<file path="src/rtl/pad_drive_pkg.sv">
// Package: shared select encoding for the pad drive register pair.
// Assumes a 3-bit register select: bit 2 picks the word, bits 1:0 the access kind.
package pad_drive_pkg;

    localparam int unsigned SEL_W     = 3;
    localparam int unsigned N_WORDS   = 2;
    localparam int unsigned N_KINDS   = 3;

    localparam logic WORD_VALUE  = 1'b0;
    localparam logic WORD_ENABLE = 1'b1;

    typedef enum logic [1:0] {
        ACC_FULL  = 2'd0,
        ACC_LOWER = 2'd1,
        ACC_UPPER = 2'd2,
        ACC_NONE  = 2'd3
    } acc_kind_e;

endpackage

</file>
<file path="src/rtl/wr_path_decode.sv">
// Module: wr_path_decode
// Collects, for one target word, the write request of each access kind from all
// write ports. When several ports request the same kind, the lowest index wins.
// Assumes the select encoding of pad_drive_pkg.
module wr_path_decode
    import pad_drive_pkg::*;
#(
    parameter int unsigned N_WR_PORTS = 2,
    parameter int unsigned WORD_W     = 32,
    parameter logic        WORD_SEL   = 1'b0
) (
    input  logic [N_WR_PORTS-1:0]             wr_en,
    input  logic [N_WR_PORTS-1:0][SEL_W-1:0]  wr_addr,
    input  logic [N_WR_PORTS-1:0][WORD_W-1:0] wr_data,
    output logic [N_KINDS-1:0]                kind_hit,
    output logic [N_KINDS-1:0][WORD_W-1:0]    kind_data
);

    // Scan ports from highest to lowest index so the lowest index overwrites last.
    always_comb begin
        kind_hit  = '0;
        kind_data = '0;
        for (int p = N_WR_PORTS - 1; p >= 0; p--) begin
            if (wr_en[p] && (wr_addr[p][2] == WORD_SEL)) begin
                case (acc_kind_e'(wr_addr[p][1:0]))
                    ACC_FULL: begin
                        kind_hit[0]  = 1'b1;
                        kind_data[0] = wr_data[p];
                    end
                    ACC_LOWER: begin
                        kind_hit[1]  = 1'b1;
                        kind_data[1] = wr_data[p];
                    end
                    ACC_UPPER: begin
                        kind_hit[2]  = 1'b1;
                        kind_data[2] = wr_data[p];
                    end
                    default: ;
                endcase
            end
        end
    end

endmodule

</file>
<file path="src/rtl/masked_word_reg.sv">
// Module: masked_word_reg
// One stored word, updated by a full-word load followed by per-half masked merges.
// Assumes WORD_W is even. For a masked request, the mask is in the upper half of
// the request word and the data is in the lower half.
module masked_word_reg
    import pad_drive_pkg::*;
#(
    parameter int unsigned WORD_W = 32
) (
    input  logic                           clk,
    input  logic                           rst_n,
    input  logic [N_KINDS-1:0]             kind_hit,
    input  logic [N_KINDS-1:0][WORD_W-1:0] kind_data,
    output logic [WORD_W-1:0]              word_q
);

    localparam int unsigned HALF_W   = WORD_W / 2;
    localparam int unsigned N_HALVES = 2;

    logic [N_HALVES:0][WORD_W-1:0] stage;

    // Stage 0: the full-word load, or the held value.
    always_comb begin
        stage[0] = kind_hit[0] ? kind_data[0] : word_q;
    end

    // Stages 1..2: merge the lower half, then the upper half, under their masks.
    for (genvar h = 0; h < N_HALVES; h++) begin : g_half
        logic [HALF_W-1:0] mask_h;
        logic [HALF_W-1:0] data_h;
        logic [HALF_W-1:0] prev_h;

        assign mask_h = kind_data[h+1][WORD_W-1:HALF_W];
        assign data_h = kind_data[h+1][HALF_W-1:0];
        assign prev_h = stage[h][h*HALF_W +: HALF_W];

        // Replace only the masked bits of half h when that kind is requested.
        always_comb begin
            stage[h+1] = stage[h];
            if (kind_hit[h+1]) begin
                stage[h+1][h*HALF_W +: HALF_W] = (prev_h & ~mask_h) | (data_h & mask_h);
            end
        end
    end

    // Storage register with synchronous active-low reset to zero.
    always_ff @(posedge clk) begin
        if (!rst_n) begin
            word_q <= '0;
        end else begin
            word_q <= stage[N_HALVES];
        end
    end

endmodule

</file>
<file path="src/rtl/readback_mux.sv">
// Module: readback_mux
// Combinational readback of both stored words for any register select.
// A masked select returns its half zero-extended; unused selects return zero.
module readback_mux
    import pad_drive_pkg::*;
#(
    parameter int unsigned WORD_W = 32
) (
    input  logic [SEL_W-1:0]  rd_addr,
    input  logic [WORD_W-1:0] value_q,
    input  logic [WORD_W-1:0] enable_q,
    output logic [WORD_W-1:0] rd_data
);

    localparam int unsigned HALF_W = WORD_W / 2;

    logic [WORD_W-1:0] picked;

    // Choose the word, then shape it by access kind.
    always_comb begin
        picked = (rd_addr[2] == WORD_ENABLE) ? enable_q : value_q;
        case (acc_kind_e'(rd_addr[1:0]))
            ACC_FULL:  rd_data = picked;
            ACC_LOWER: rd_data = {{HALF_W{1'b0}}, picked[HALF_W-1:0]};
            ACC_UPPER: rd_data = {{HALF_W{1'b0}}, picked[WORD_W-1:HALF_W]};
            default:   rd_data = '0;
        endcase
    end

endmodule

</file>
<file path="src/rtl/pad_drive_regs.sv">
// Module: pad_drive_regs (top)
// Drive value and drive enable words, each with full-word and half-word masked
// write paths, shared by N_WR_PORTS write ports, plus one combinational read port.
// Assumes a synchronous active-low reset. Pad multiplexing lies outside this block.
module pad_drive_regs
    import pad_drive_pkg::*;
#(
    parameter int unsigned N_WR_PORTS = 2,
    parameter int unsigned WORD_W     = 32
) (
    input  logic                              clk,
    input  logic                              rst_n,
    input  logic [N_WR_PORTS-1:0]             wr_en,
    input  logic [N_WR_PORTS-1:0][SEL_W-1:0]  wr_addr,
    input  logic [N_WR_PORTS-1:0][WORD_W-1:0] wr_data,
    input  logic [SEL_W-1:0]                  rd_addr,
    output logic [WORD_W-1:0]                 rd_data,
    output logic [WORD_W-1:0]                 pad_out,
    output logic [WORD_W-1:0]                 pad_oe
);

    logic [N_WORDS-1:0][WORD_W-1:0] word_q;

    // One decode and one storage word per target; index 0 drive value, 1 drive enable.
    for (genvar w = 0; w < N_WORDS; w++) begin : g_word
        logic [N_KINDS-1:0]             kind_hit;
        logic [N_KINDS-1:0][WORD_W-1:0] kind_data;

        wr_path_decode #(
            .N_WR_PORTS (N_WR_PORTS),
            .WORD_W     (WORD_W),
            .WORD_SEL   (w[0])
        ) u_decode (
            .wr_en     (wr_en),
            .wr_addr   (wr_addr),
            .wr_data   (wr_data),
            .kind_hit  (kind_hit),
            .kind_data (kind_data)
        );

        masked_word_reg #(
            .WORD_W (WORD_W)
        ) u_word (
            .clk       (clk),
            .rst_n     (rst_n),
            .kind_hit  (kind_hit),
            .kind_data (kind_data),
            .word_q    (word_q[w])
        );
    end

    readback_mux #(
        .WORD_W (WORD_W)
    ) u_readback (
        .rd_addr  (rd_addr),
        .value_q  (word_q[0]),
        .enable_q (word_q[1]),
        .rd_data  (rd_data)
    );

    // Pad-facing outputs are the stored words themselves.
    assign pad_out = word_q[0];
    assign pad_oe  = word_q[1];

endmodule

</file>
<file path="config.mk">
export PLATFORM = sky130hd
export DESIGN_NAME = pad_drive_regs
export DESIGN_NICKNAME = d
export VERILOG_FILES = /design/src/rtl/pad_drive_pkg.sv /design/src/rtl/wr_path_decode.sv /design/src/rtl/masked_word_reg.sv /design/src/rtl/readback_mux.sv /design/src/rtl/pad_drive_regs.sv
export SDC_FILE = /design/constraint.sdc
export NUM_CORES = 1
export LEC_CHECK = 0
export ABC_CLOCK_PERIOD_IN_PS = 1720
export BUFFER_PORTS_ARGS = -buffer_cell sky130_fd_sc_hd__buf_2
export CAP_MARGIN = 20
export CORE_UTILIZATION = 30
export DETAILED_ROUTE_END_ITERATION = 8
export PLACE_DENSITY = 0.54
export SLEW_MARGIN = 15
export SYNTH_ARGS = -nofsm -noshare
export SYNTH_HDL_FRONTEND = slang
export SYNTH_SLANG_ARGS = --single-unit
</file>
<file path="constraint.sdc">
create_clock -name clk -period 1.72 [get_ports clk]
set_input_delay 0.344 -clock clk [delete_from_list [all_inputs] [get_ports clk]]
set_output_delay 0.344 -clock clk [all_outputs]
set_load 0.01 [all_outputs]
</file>
==> impl_metrics.json <==
{
  "status": "finished clean",
  "synth_area_leaders": "dfxtp_1 (26%), mux2_2 (14%), a222oi_1 (13%), o221ai_1 (11%), mux2i_1 (6.5%)",
  "critPathMaxFanout": 16,
  "p_per_area_mw_per_mm2": 703.3,
  "nNetsFinal": 802,
  "cp_data_required_time_ns": 1.38,
  "dieArea_sq_mm": 0.01687,
  "rsz0062_at_grt": "no",
  "clock_skew_ns": 0,
  "cp_data_arrival_time_ns": 1.31,
  "n_antenna_cell": 0,
  "die_y_microns": 129.9,
  "multiInputGateArea_sq_mm": 0.003322,
  "slew_headroom": 0.5038,
  "synth_edf_count": 0,
  "rows": 46,
  "hold_viol": 0,
  "setup_viol_count_final": 0,
  "top_regs": "g_word.u_word.word_q (64)",
  "pwr-share-clk": 0.386,
  "post_dp_cell_area_sq_mm": 0.006381,
  "vias_per_cell": 6.165,
  "synthArstFlopShare": 0,
  "worstReg2RegStart": "g_word[0].u_word.word_q[30]",
  "yosysTopAreaCell": "dfxtp_1",
  "synth_commonest_cells": "a222oi_1 (64), dfxtp_1 (64), o221ai_1 (64), mux2_2 (59), nor2_1 (48)",
  "crit_type": "in2out",
  "maxCapViolations": 0,
  "ys_ff_latch": 64,
  "htreeDepth": 3,
  "dp_cells": 930,
  "ys_seq_area_frac": 0.2612,
  "place_hpwl_microns": 15230,
  "synth_nets": 615,
  "grt_pass1_wl_microns": 32520,
  "num_io_pins": 173,
  "dr.pass1.iters": 7,
  "regMostFlops": "g_word.u_word.word_q",
  "cts_root_buf": "clkbuf_16",
  "yosysWarnings": 0,
  "cts_buffers": 9,
  "start_util": 0.3077,
  "route.vias.total": 5832,
  "portBuffers": 172,
  "avgSynthCellArea_sq_um": 9.119,
  "gp_congestion": 0.8795,
  "wire_per_inst_microns": 23.08,
  "holdWs_ns": 0.3219,
  "yosysTopAreaCellShare": 0.2612,
  "cts_resized": 0,
  "vdd_drop_max_mv": 0.6401,
  "slew_viol_final": 0,
  "synthCells": 538,
  "drive_gt1_frac": 0.4411,
  "crit-reg2reg-capture": "g_word[0].u_word.word_q[30]",
  "grt_overflow_total": 0,
  "min_to": "g_word[0].u_word.word_q[22]",
  "drc": 0,
  "ys.flop_type": "dfxtp_1",
  "power.internal_uw": 3230,
  "track_usage": 0.2592,
  "nFillCells": 1577,
  "fin_crit_ns": 1.657,
  "ys_types": 31,
  "clockBufferDepth": 2,
  "hold_start": "wr_data[22]",
  "start_kind": "primary input",
  "tightest_slew_ns": 0.7410,
  "hold_depth": 3,
  "cts_tree": "yes",
  "drtIter0Drc": 951,
  "grt_max_degree": 65,
  "ant_nets": 0,
  "clk_pin_slew_ns": 0.06,
  "fin_cells": 946,
  "reg2reg_setup_slack_ns": 0.56,
  "critPathCaptureType": "output port",
  "antenna_found_initial": 0,
  "combinationalPowerShare": 0.259,
  "switching_share": 0.3116,
  "p_leak_uw": 0.002910,
  "grt_pass1_vias": 5591,
  "wirelength_microns": 21840,
  "area_growth_pct": 35.99,
  "syn-cell-area_sq_mm": 0.004906,
  "clkLatencyLatePin_ns": 0.34,
  "p_seq_frac": 0.355,
  "cts_hold_buf": 0,
  "stdcell_area_sq_mm": 0.006671,
  "seqCellArea_sq_mm": 0.001281,
  "hp-class": "in2reg",
  "max_freq_ghz": 0.6037,
  "largest_reg_flops": 64,
  "chipWidth_microns": 129.9,
  "cts_sinks": 64,
  "switching_power_uw": 1462,
  "core_area_sq_mm": 0.01594,
  "cts_setup_buffers": 0,
  "rr_worst_depth": 3,
  "timing.final.crit_share": 0.9631
}
[cell families (layout without fill, tap and decap cells)]
family                 count (synthesis)  after routing  synth area share
DFF                                   64             64            0.2612
buffers and inverters                 61            253           0.07115
AOI/OAI and AO/OA                    176            176            0.2979
muxes                                 96             96            0.2122
and+or+nand+nor                      141            141            0.1576
[worst max path at each step]
| stage | startpoint | to | slack (ns) | depth (start not counted) |
|---|---|---|---|---|
| CTS | rd_addr[2] | rd_data[7] | 0.06 | 5 |
| finish | rd_addr[1] | rd_data[16] | 0.06 | 4 |
| detailed placement | wr_addr[4] | g_word[0].u_word.word_q[24] | -0.24 | 6 |
| floorplan | wr_addr[4] | g_word[0].u_word.word_q[18] | 0.008 | 5 |
| global route | rd_addr[1] | rd_data[22] | 0.02 | 4 |
| global placement | wr_addr[4] | g_word[0].u_word.word_q[20] | -0.19 | 6 |
[power groups by stage]
| stage | combinational [uW] | sequential, uW | clock [uW] |
|---|---|---|---|
| finish | 1220 | 1660 | 1810 |
| global placement | 1170 | 1690 | 0 |
| detailed placement | 1200 | 1690 | 0 |
| CTS | 1200 | 1660 | 1830 |
| global route | 1310 | 1670 | 1910 |
| floorplan | 626 | 1720 | 0 |
[per-stage QoR]
step	power (uW)	util	setup TNS, ns	setup WS, ns
floorplan	2344	-	0	0.007854
global placement	2864	0.4003	-5.183	-0.1902
detailed placement	2893	0.4003	-7.121	-0.2378
CTS	4695	0.4182	0	0.06070
global route	4901	0.4185	0	0.01548
finish	4692	0.4185	0	0.06349
[per-layer routing]
metal  share of wire  up-vias  GRT usage
met3           0.082       43    0.04551
met2            0.49      359     0.4328
met5               0        -          0
li1                -     2604          -
met4           0.026        0     0.1149
met1            0.41     2826     0.3265
[area by class of cell]
| cell class | count | area share |
|---|---|---|
| Clock inverter | 2 | 0.001875 |
| Timing Repair Buffer | 237 | 0.2266 |
| Multi-Input combinational cell | 413 | 0.4979 |
| Clock buffer | 14 | 0.04107 |
| Sequential cell | 64 | 0.1920 |
| Tap cell | 216 | 0.04051 |
[critical path: stages]
cell	delay [ns]
buf_2	0.11
or2_2	0.51
nor2_1	0.20
buf_2	0.15
[placed cells by master (no fill, tap or decap), types with 2 or more instances in the layout]
master     count
nand2_1       38
clkbuf_16      9
mux2i_1       31
buf_4         52
nor4b_4        2
and4b_1        2
o22ai_1       16
mux2_1         5
buf_12        13
buf_2        172
mux2_2        59
and2_1         3
a222oi_1      64
dfxtp_1       64
clkbuf_8       3
a21oi_1       32
nand4b_4       2
nor2_1        48
o221ai_1      64
nand2b_1      33
clkbuf_1       2
nor4bb_1       2
nand4bb_1      2
Note: power is estimated with default switching activity, not from simulation.
